<file path="config.mk">
export PLATFORM = sky130hd
export DESIGN_NAME = dual_chan_timer
export DESIGN_NICKNAME = d
export VERILOG_FILES = /design/src/rtl/tmr_pkg.sv /design/src/rtl/tmr_prescaler.sv /design/src/rtl/tmr_channel.sv /design/src/rtl/dual_chan_timer.sv
export SDC_FILE = /design/constraint.sdc
export NUM_CORES = 1
export LEC_CHECK = 0
export ABC_AREA = 1
export BUFFER_PORTS_ARGS = -buffer_cell sky130_fd_sc_hd__buf_2
export CELL_PAD_IN_SITES_DETAIL_PLACEMENT = 2
export CELL_PAD_IN_SITES_GLOBAL_PLACEMENT = 2
export CORE_ASPECT_RATIO = 2
export CORE_MARGIN = 2
export CORE_UTILIZATION = 33
export CTS_CLUSTER_DIAMETER = 100
export DETAILED_ROUTE_END_ITERATION = 7
export GPL_TIMING_DRIVEN = 1
export PLACE_DENSITY = 0.85
export SLEW_MARGIN = 25
export SYNTH_ARGS = -nofsm -noshare
export SYNTH_HDL_FRONTEND = slang
export SYNTH_HIERARCHICAL = 1
export SYNTH_SLANG_ARGS = --single-unit
</file>
<file path="constraint.sdc">
create_clock -name clk -period 3.22 [get_ports clk]
set_input_delay 0.322 -clock clk [delete_from_list [all_inputs] [get_ports clk]]
set_output_delay 0.322 -clock clk [all_outputs]
set_load 0.005 [all_outputs]
</file>
<file path="src/rtl/tmr_pkg.sv">
package tmr_pkg;

  localparam int WIN_BYTES   = 128;
  localparam int WIN_LSB     = 7;
  localparam int IE_BIT      = 8;
  localparam int RUN_BIT     = 5;
  localparam int ONESHOT_BIT = 4;
  localparam int PS_CODE_W   = 4;
  localparam int PS_MAX      = 8;

  localparam logic [WIN_LSB-1:0] OFF_CTRL  = 7'h00;
  localparam logic [WIN_LSB-1:0] OFF_STAT  = 7'h04;
  localparam logic [WIN_LSB-1:0] OFF_LIMIT = 7'h08;
  localparam logic [WIN_LSB-1:0] OFF_COUNT = 7'h0C;

  typedef enum logic [1:0] {
    SEL_CTRL  = 2'd0,
    SEL_STAT  = 2'd1,
    SEL_LIMIT = 2'd2,
    SEL_COUNT = 2'd3
  } reg_sel_e;

  typedef struct packed {
    logic                 ie;
    logic                 run;
    logic                 oneshot;
    logic [PS_CODE_W-1:0] ps;
  } ctrl_t;

endpackage

</file>
<file path="src/rtl/tmr_prescaler.sv">
module tmr_prescaler #(
  parameter int PS_CODE_W = 4,
  parameter int PS_MAX    = 8
) (
  input  logic                 clk,
  input  logic                 rst_n,
  input  logic                 run,
  input  logic                 restart,
  input  logic [PS_CODE_W-1:0] code,
  output logic                 tick
);

  localparam int DIV_W = PS_MAX;

  logic [DIV_W-1:0]     div_q;
  logic [PS_CODE_W-1:0] eff_code;
  logic [DIV_W:0]       span;
  logic [DIV_W-1:0]     mask;

  // Codes above the maximum saturate at the largest divide ratio.
  always_comb begin
    eff_code = (code > PS_CODE_W'(PS_MAX)) ? PS_CODE_W'(PS_MAX) : code;
    span     = (DIV_W+1)'(1) << eff_code;
    mask     = DIV_W'(span - 1'b1);
  end

  assign tick = run && ((div_q & mask) == mask);

  always_ff @(posedge clk) begin
    if (!rst_n)      div_q <= '0;
    else if (restart) div_q <= '0;
    else if (run)    div_q <= div_q + 1'b1;
  end

  assert_div_cleared_R4: assert property (@(posedge clk) disable iff (!rst_n)
    restart |=> (div_q == '0));

endmodule

</file>
<file path="src/rtl/tmr_channel.sv">
module tmr_channel
  import tmr_pkg::*;
#(
  parameter int DATA_W = 16,
  parameter int CNT_W  = 16
) (
  input  logic              clk,
  input  logic              rst_n,
  input  logic              acc,
  input  logic              wr,
  input  reg_sel_e          sel,
  input  logic [DATA_W-1:0] wdata,
  output logic [DATA_W-1:0] rdata,
  output logic              irq
);

  ctrl_t             ctrl_q;
  logic [CNT_W-1:0]  limit_q;
  logic [CNT_W-1:0]  cnt_q;
  logic              pend_q;

  logic ctrl_wr, stat_wr, limit_wr;
  logic restart, tick, match;

  assign ctrl_wr  = acc && wr && (sel == SEL_CTRL);
  assign stat_wr  = acc && wr && (sel == SEL_STAT);
  assign limit_wr = acc && wr && (sel == SEL_LIMIT);
  assign restart  = ctrl_wr && wdata[RUN_BIT] && !ctrl_q.run;

  tmr_prescaler #(
    .PS_CODE_W (PS_CODE_W),
    .PS_MAX    (PS_MAX)
  ) u_div (
    .clk     (clk),
    .rst_n   (rst_n),
    .run     (ctrl_q.run),
    .restart (restart),
    .code    (ctrl_q.ps),
    .tick    (tick)
  );

  assign match = tick && (cnt_q == limit_q);

  // Control: software write wins; one-shot expiry drops the run bit.
  always_ff @(posedge clk) begin
    if (!rst_n) begin
      ctrl_q <= '0;
    end else if (ctrl_wr) begin
      ctrl_q.ie      <= wdata[IE_BIT];
      ctrl_q.run     <= wdata[RUN_BIT];
      ctrl_q.oneshot <= wdata[ONESHOT_BIT];
      ctrl_q.ps      <= wdata[PS_CODE_W-1:0];
    end else if (match && ctrl_q.oneshot) begin
      ctrl_q.run <= 1'b0;
    end
  end

  always_ff @(posedge clk) begin
    if (!rst_n)        limit_q <= '0;
    else if (limit_wr) limit_q <= CNT_W'(wdata);
  end

  // Counter: restart to zero, step on tick, wrap or hold on match.
  always_ff @(posedge clk) begin
    if (!rst_n) begin
      cnt_q <= '0;
    end else if (restart) begin
      cnt_q <= '0;
    end else if (tick) begin
      if (match) cnt_q <= ctrl_q.oneshot ? cnt_q : '0;
      else       cnt_q <= cnt_q + 1'b1;
    end
  end

  // Pending flag: a new match beats a simultaneous clear.
  always_ff @(posedge clk) begin
    if (!rst_n)                   pend_q <= 1'b0;
    else if (match)               pend_q <= 1'b1;
    else if (stat_wr && wdata[0]) pend_q <= 1'b0;
  end

  assign irq = pend_q && ctrl_q.ie;

  always_comb begin
    rdata = '0;
    if (acc) begin
      unique case (sel)
        SEL_CTRL: begin
          rdata[IE_BIT]          = ctrl_q.ie;
          rdata[RUN_BIT]         = ctrl_q.run;
          rdata[ONESHOT_BIT]     = ctrl_q.oneshot;
          rdata[PS_CODE_W-1:0]   = ctrl_q.ps;
        end
        SEL_STAT:  rdata[0] = pend_q;
        SEL_LIMIT: rdata    = DATA_W'(limit_q);
        SEL_COUNT: rdata    = DATA_W'(cnt_q);
      endcase
    end
  end

  logic unused_wbits;
  assign unused_wbits = ^{wdata[DATA_W-1:IE_BIT+1], wdata[IE_BIT-1:RUN_BIT+1]};

  assert_hold_when_stopped_R9: assert property (@(posedge clk) disable iff (!rst_n)
    (!ctrl_q.run && !ctrl_wr) |=> $stable(cnt_q));

  assert_match_sets_pending_R5: assert property (@(posedge clk) disable iff (!rst_n)
    match |=> pend_q);

  assert_wrap_zero_R5: assert property (@(posedge clk) disable iff (!rst_n)
    (match && !ctrl_q.oneshot && !ctrl_wr) |=> (cnt_q == '0));

  assert_oneshot_stops_R6: assert property (@(posedge clk) disable iff (!rst_n)
    (match && ctrl_q.oneshot && !ctrl_wr) |=> (!ctrl_q.run && $stable(cnt_q)));

endmodule

</file>
<file path="src/rtl/dual_chan_timer.sv">
module dual_chan_timer
  import tmr_pkg::*;
#(
  parameter int NUM_CH = 2,
  parameter int DATA_W = 16,
  parameter int CNT_W  = 16,
  parameter int ADDR_W = 9
) (
  input  logic              clk,
  input  logic              rst_n,
  input  logic              bus_en,
  input  logic              bus_we,
  input  logic [ADDR_W-1:0] bus_addr,
  input  logic [DATA_W-1:0] bus_wdata,
  output logic [DATA_W-1:0] bus_rdata,
  output logic [NUM_CH-1:0] irq
);

  localparam int WIN_W = ADDR_W - WIN_LSB;

  logic [WIN_W-1:0]   win;
  logic [WIN_LSB-1:0] off;
  logic               off_ok;
  reg_sel_e           sel;
  logic [NUM_CH-1:0]  hit;
  logic [DATA_W-1:0]  ch_rdata [NUM_CH];

  assign win = bus_addr[ADDR_W-1:WIN_LSB];
  assign off = bus_addr[WIN_LSB-1:0];

  always_comb begin
    off_ok = 1'b1;
    sel    = SEL_CTRL;
    case (off)
      OFF_CTRL:  sel = SEL_CTRL;
      OFF_STAT:  sel = SEL_STAT;
      OFF_LIMIT: sel = SEL_LIMIT;
      OFF_COUNT: sel = SEL_COUNT;
      default:   off_ok = 1'b0;
    endcase
  end

  for (genvar g = 0; g < NUM_CH; g++) begin : g_ch
    assign hit[g] = bus_en && off_ok && (win == WIN_W'(g + 1));

    tmr_channel #(
      .DATA_W (DATA_W),
      .CNT_W  (CNT_W)
    ) u_ch (
      .clk   (clk),
      .rst_n (rst_n),
      .acc   (hit[g]),
      .wr    (bus_we),
      .sel   (sel),
      .wdata (bus_wdata),
      .rdata (ch_rdata[g]),
      .irq   (irq[g])
    );
  end

  always_comb begin
    bus_rdata = '0;
    for (int i = 0; i < NUM_CH; i++) bus_rdata |= ch_rdata[i];
  end

  assert_unmapped_reads_zero_R1: assert property (@(posedge clk) disable iff (!rst_n)
    (bus_en && !bus_we && !(|hit)) |-> (bus_rdata == '0));

  assert_one_window_R11: assert property (@(posedge clk) disable iff (!rst_n)
    $onehot0(hit));

endmodule

</file>
==> qor.txt <==
Status: complete, no violations
Startpoint type of the worst setup path: register
DP Area: 7330 sq um
Hpwl dp: 22,300 um
EDFF count, synth: 0
Row Count: 74
Max VDD drop: 214 uV
Syn nets: 1,183
Die height: 207 um
Post-synth top area cell: dfxtp_1
Largest stage delay on the critical path: 0.34 ns
Hold crit path type: in2reg
# setup viols final: 0
Mean post-synth cell area: 5.92 sq um
Clock transition at path regs: 0.08 ns
Layout Skew: 0.0114 ns
# fillers: 2,583
RSZ-0062 raised after global routing: false
Slew headroom: 0.400
Root buffer cell: clkbuf_16
IO Count: 47
Chip Width: 105 um
Static Leak: 3.63 nW
Top-count cell post-synth: nand2_1
Most used cell, CP: nor2_1
R2r worst-path depth: 17
Routed WL per cell: 19.5 um
Pwr per Cell Area: 338 nW/um^2
Antenna Cells: 0
Unique masters post-synth: 33
Core area: 20,300 sq um
Cells after synthesis: 1,148
Top-area cell type share of the netlist area: 0.283
Fin area: 7730 sq um
Crit path max fanout: 8
Synth Register Bits: 96
Yosys warning total: 6
GRT overflow: 0
Seq/Total Area, Yosys: 0.283
Crit path kind: reg2reg
Hold depth: 3
Arrival time worst endpoint: 3.23 ns
Final setup TNS: 0 ns
R2r startpoint: g_ch[1].u_ch/ctrl_q[2]
DRC viols: 0
Routed Wire Length: 28,600 um
Slew Limit Fails: 0
Reg2reg end: g_ch[1].u_ch/cnt_q[1]
DRT iter0 DRCs: 236
Initial Util: 0.335
Flop2flop setup slack: 0.29 ns
Final min period: 2.93 ns
Vias in the first global route: 8,724
Port bufs: 46
DR vias: 7,818
Post-synth top cells: 335 x nand2_1, 147 x nor2_1, 138 x inv_1
Setup crit end kind: register
Number of CTS-inserted buffers: 9
Routability Congestion: 0.904
Gr usage total: 0.267
Via/cell ratio: 5.32
Tcrit/Tclk final: 0.910
CTS tree: done
Dominant cells by area after synthesis: dfxtp_1 28%, nand2_1 19%, nor2_1 8.1%
Clk sinks: 96
Syn Std Cell Area: 6790 sq um
Data required, critical path: 3.51 ns
CTS Hold Bufs: 0
Routed Antenna Nets: 0
Worst Tran Pin Value: 0.899 ns
Hold_sp: bus_wdata[13]
Asr flop ratio synth: 0
Final net count: 1,233
Wire length of the first global-routing pass: 45,200 um
Cells along the critical path: inv_1 > nand3_2 > ha_1 > nor2_1 > nor2_1 > nand3_1 > nor2_1 > nand3_1 > nor2_2 > nand2_2 > nor2_2 > nand2_1 > nor2_4 > nand4_4 > nand2_2 > nand2_1 > a21oi_1
Fmax: 0.341 GHz
Crit path max-delay cell type: dfxtp_1
Worst Setup SP: g_ch[1].u_ch/ctrl_q[2]
Die ar.: 21,800 sq um
Pin count of the biggest net entering global routing: 33
Layout area overhead: 13.7%
Final Hold Vio Count: 0
Worst-Skew Late Latency: 0.37 ns
Max-Cap Viols: 0
First drt pass iteration count: 4
Proportion of layout cells with a drive suffix above 1: 0.163
H-tree levels: 3
Bufs on Longest Clock Path: 2
Initial antenna violation count: 0
Min-Delay Endpoint: g_ch[1].u_ch/limit_q[13]
Top_reg_cell synth: dfxtp_1
placed cells by master (no fill, tap or decap), types with 15 or more instances in the layout:
cell / synthesis / final
nand3_2: 16 / 15
nand4_1: 17 / 17
nor2_1: 147 / 145
inv_2: 26 / 26
nor3_1: 16 / 16
buf_2: 6 / 46
a21oi_1: 80 / 80
nand2_1: 335 / 335
o21ai_0: 66 / 66
inv_1: 138 / 138
dfxtp_1: 96 / 96
nand3_1: 69 / 69
or2_2: 16 / 16
nand2_2: 24 / 24
buf_4: 6 / 20
nor2_2: 19 / 21
power by group:
| group | leakage, nW | internal, mW | switching [mW] |
|---|---|---|---|
| Clock | 0.165 | 0.785 | 0.547 |
| Sequential | 0.773 | 1.19 | 0.00101 |
| Combinational | 2.69 | 0.0293 | 0.0663 |
critical path, delay by kind of cell, from the launching register on:
family	cells	cell delay, ns
AOI/OAI and AO/OA	1	0.16
buffers and inverters	1	0.22
adders and majority gates	1	0.29
DFF	1	0.34
and+or+nand+nor	14	1.83
area by class of cell:
cell class                      instances  area, sq um  share of cell area
Clock buffer                           10          239              0.0309
Clock inverter                          6          114              0.0147
Inverter                              168          631              0.0816
Multi-Input combinational cell        856         4090               0.529
Sequential cell                        96         1920               0.249
Tap cell                              266          333              0.0431
Timing Repair Buffer                   67          400              0.0518
stage by stage:
step	hold WS, ns	power [mW]	setup slack [ns]	utilization	cells
after floorplan	0.456	1.26	0.845	-	1148
after global placement	0.471	1.30	0.456	0.362	1450
after detailed placement	0.484	1.31	0.344	0.362	1450
after CTS	0.265	2.64	0.130	0.379	1466
after global routing	0.302	2.69	0.0460	0.381	1469
final	0.281	2.62	0.288	0.381	1469
kinds of logic after synthesis:
kind of cell,Yosys count,share of synthesized area
and+or+nand+nor,682,0.456
buffers and inverters,196,0.117
AOI/OAI and AO/OA,164,0.127
DFF,96,0.283
adders and majority gates,6,0.0111
xor gates and xnor gates,4,0.00516
worst max path at each step:
| stage | to | slack (ns) | cells past startpoint |
|---|---|---|---|
| 5_1_grt | g_ch[0].u_ch/cnt_q[9] | 0.05 | 19 |
| 3_3_place_gp | g_ch[0].u_ch/cnt_q[10] | 0.46 | 18 |
| 2_1_floorplan | g_ch[0].u_ch/cnt_q[14] | 0.84 | 20 |
| 3_5_place_dp | g_ch[1].u_ch/cnt_q[1] | 0.34 | 17 |
| 6_report | g_ch[1].u_ch/cnt_q[1] | 0.29 | 17 |
| 4_1_cts | g_ch[1].u_ch/cnt_q[1] | 0.13 | 17 |
routing by layer:
metal | GRT usage | part of all wire | vias to the layer above
met5 | 0 | 0 | -
met4 | 0.162 | 0.061 | 0
met3 | 0.0286 | 0.014 | 89
met2 | 0.546 | 0.58 | 132
met1 | 0.245 | 0.34 | 3877
li1 | - | - | 3720
state kept, by name (all words and copies together), names as in the netlist:
signal	flops
g_ch.u_ch/ctrl_q	14
g_ch.u_ch/cnt_q	32
g_ch.u_ch/u_div/div_q	16
g_ch.u_ch/limit_q	32
g_ch.u_ch/pend_q	2
repair_timing:
action / in CTS / in global routing
buffers inserted: 0 / 3
gates resized for setup: 0 / 1
endpoints found under the setup margin: 0 / 13
(Power assumes the default switching activity.)
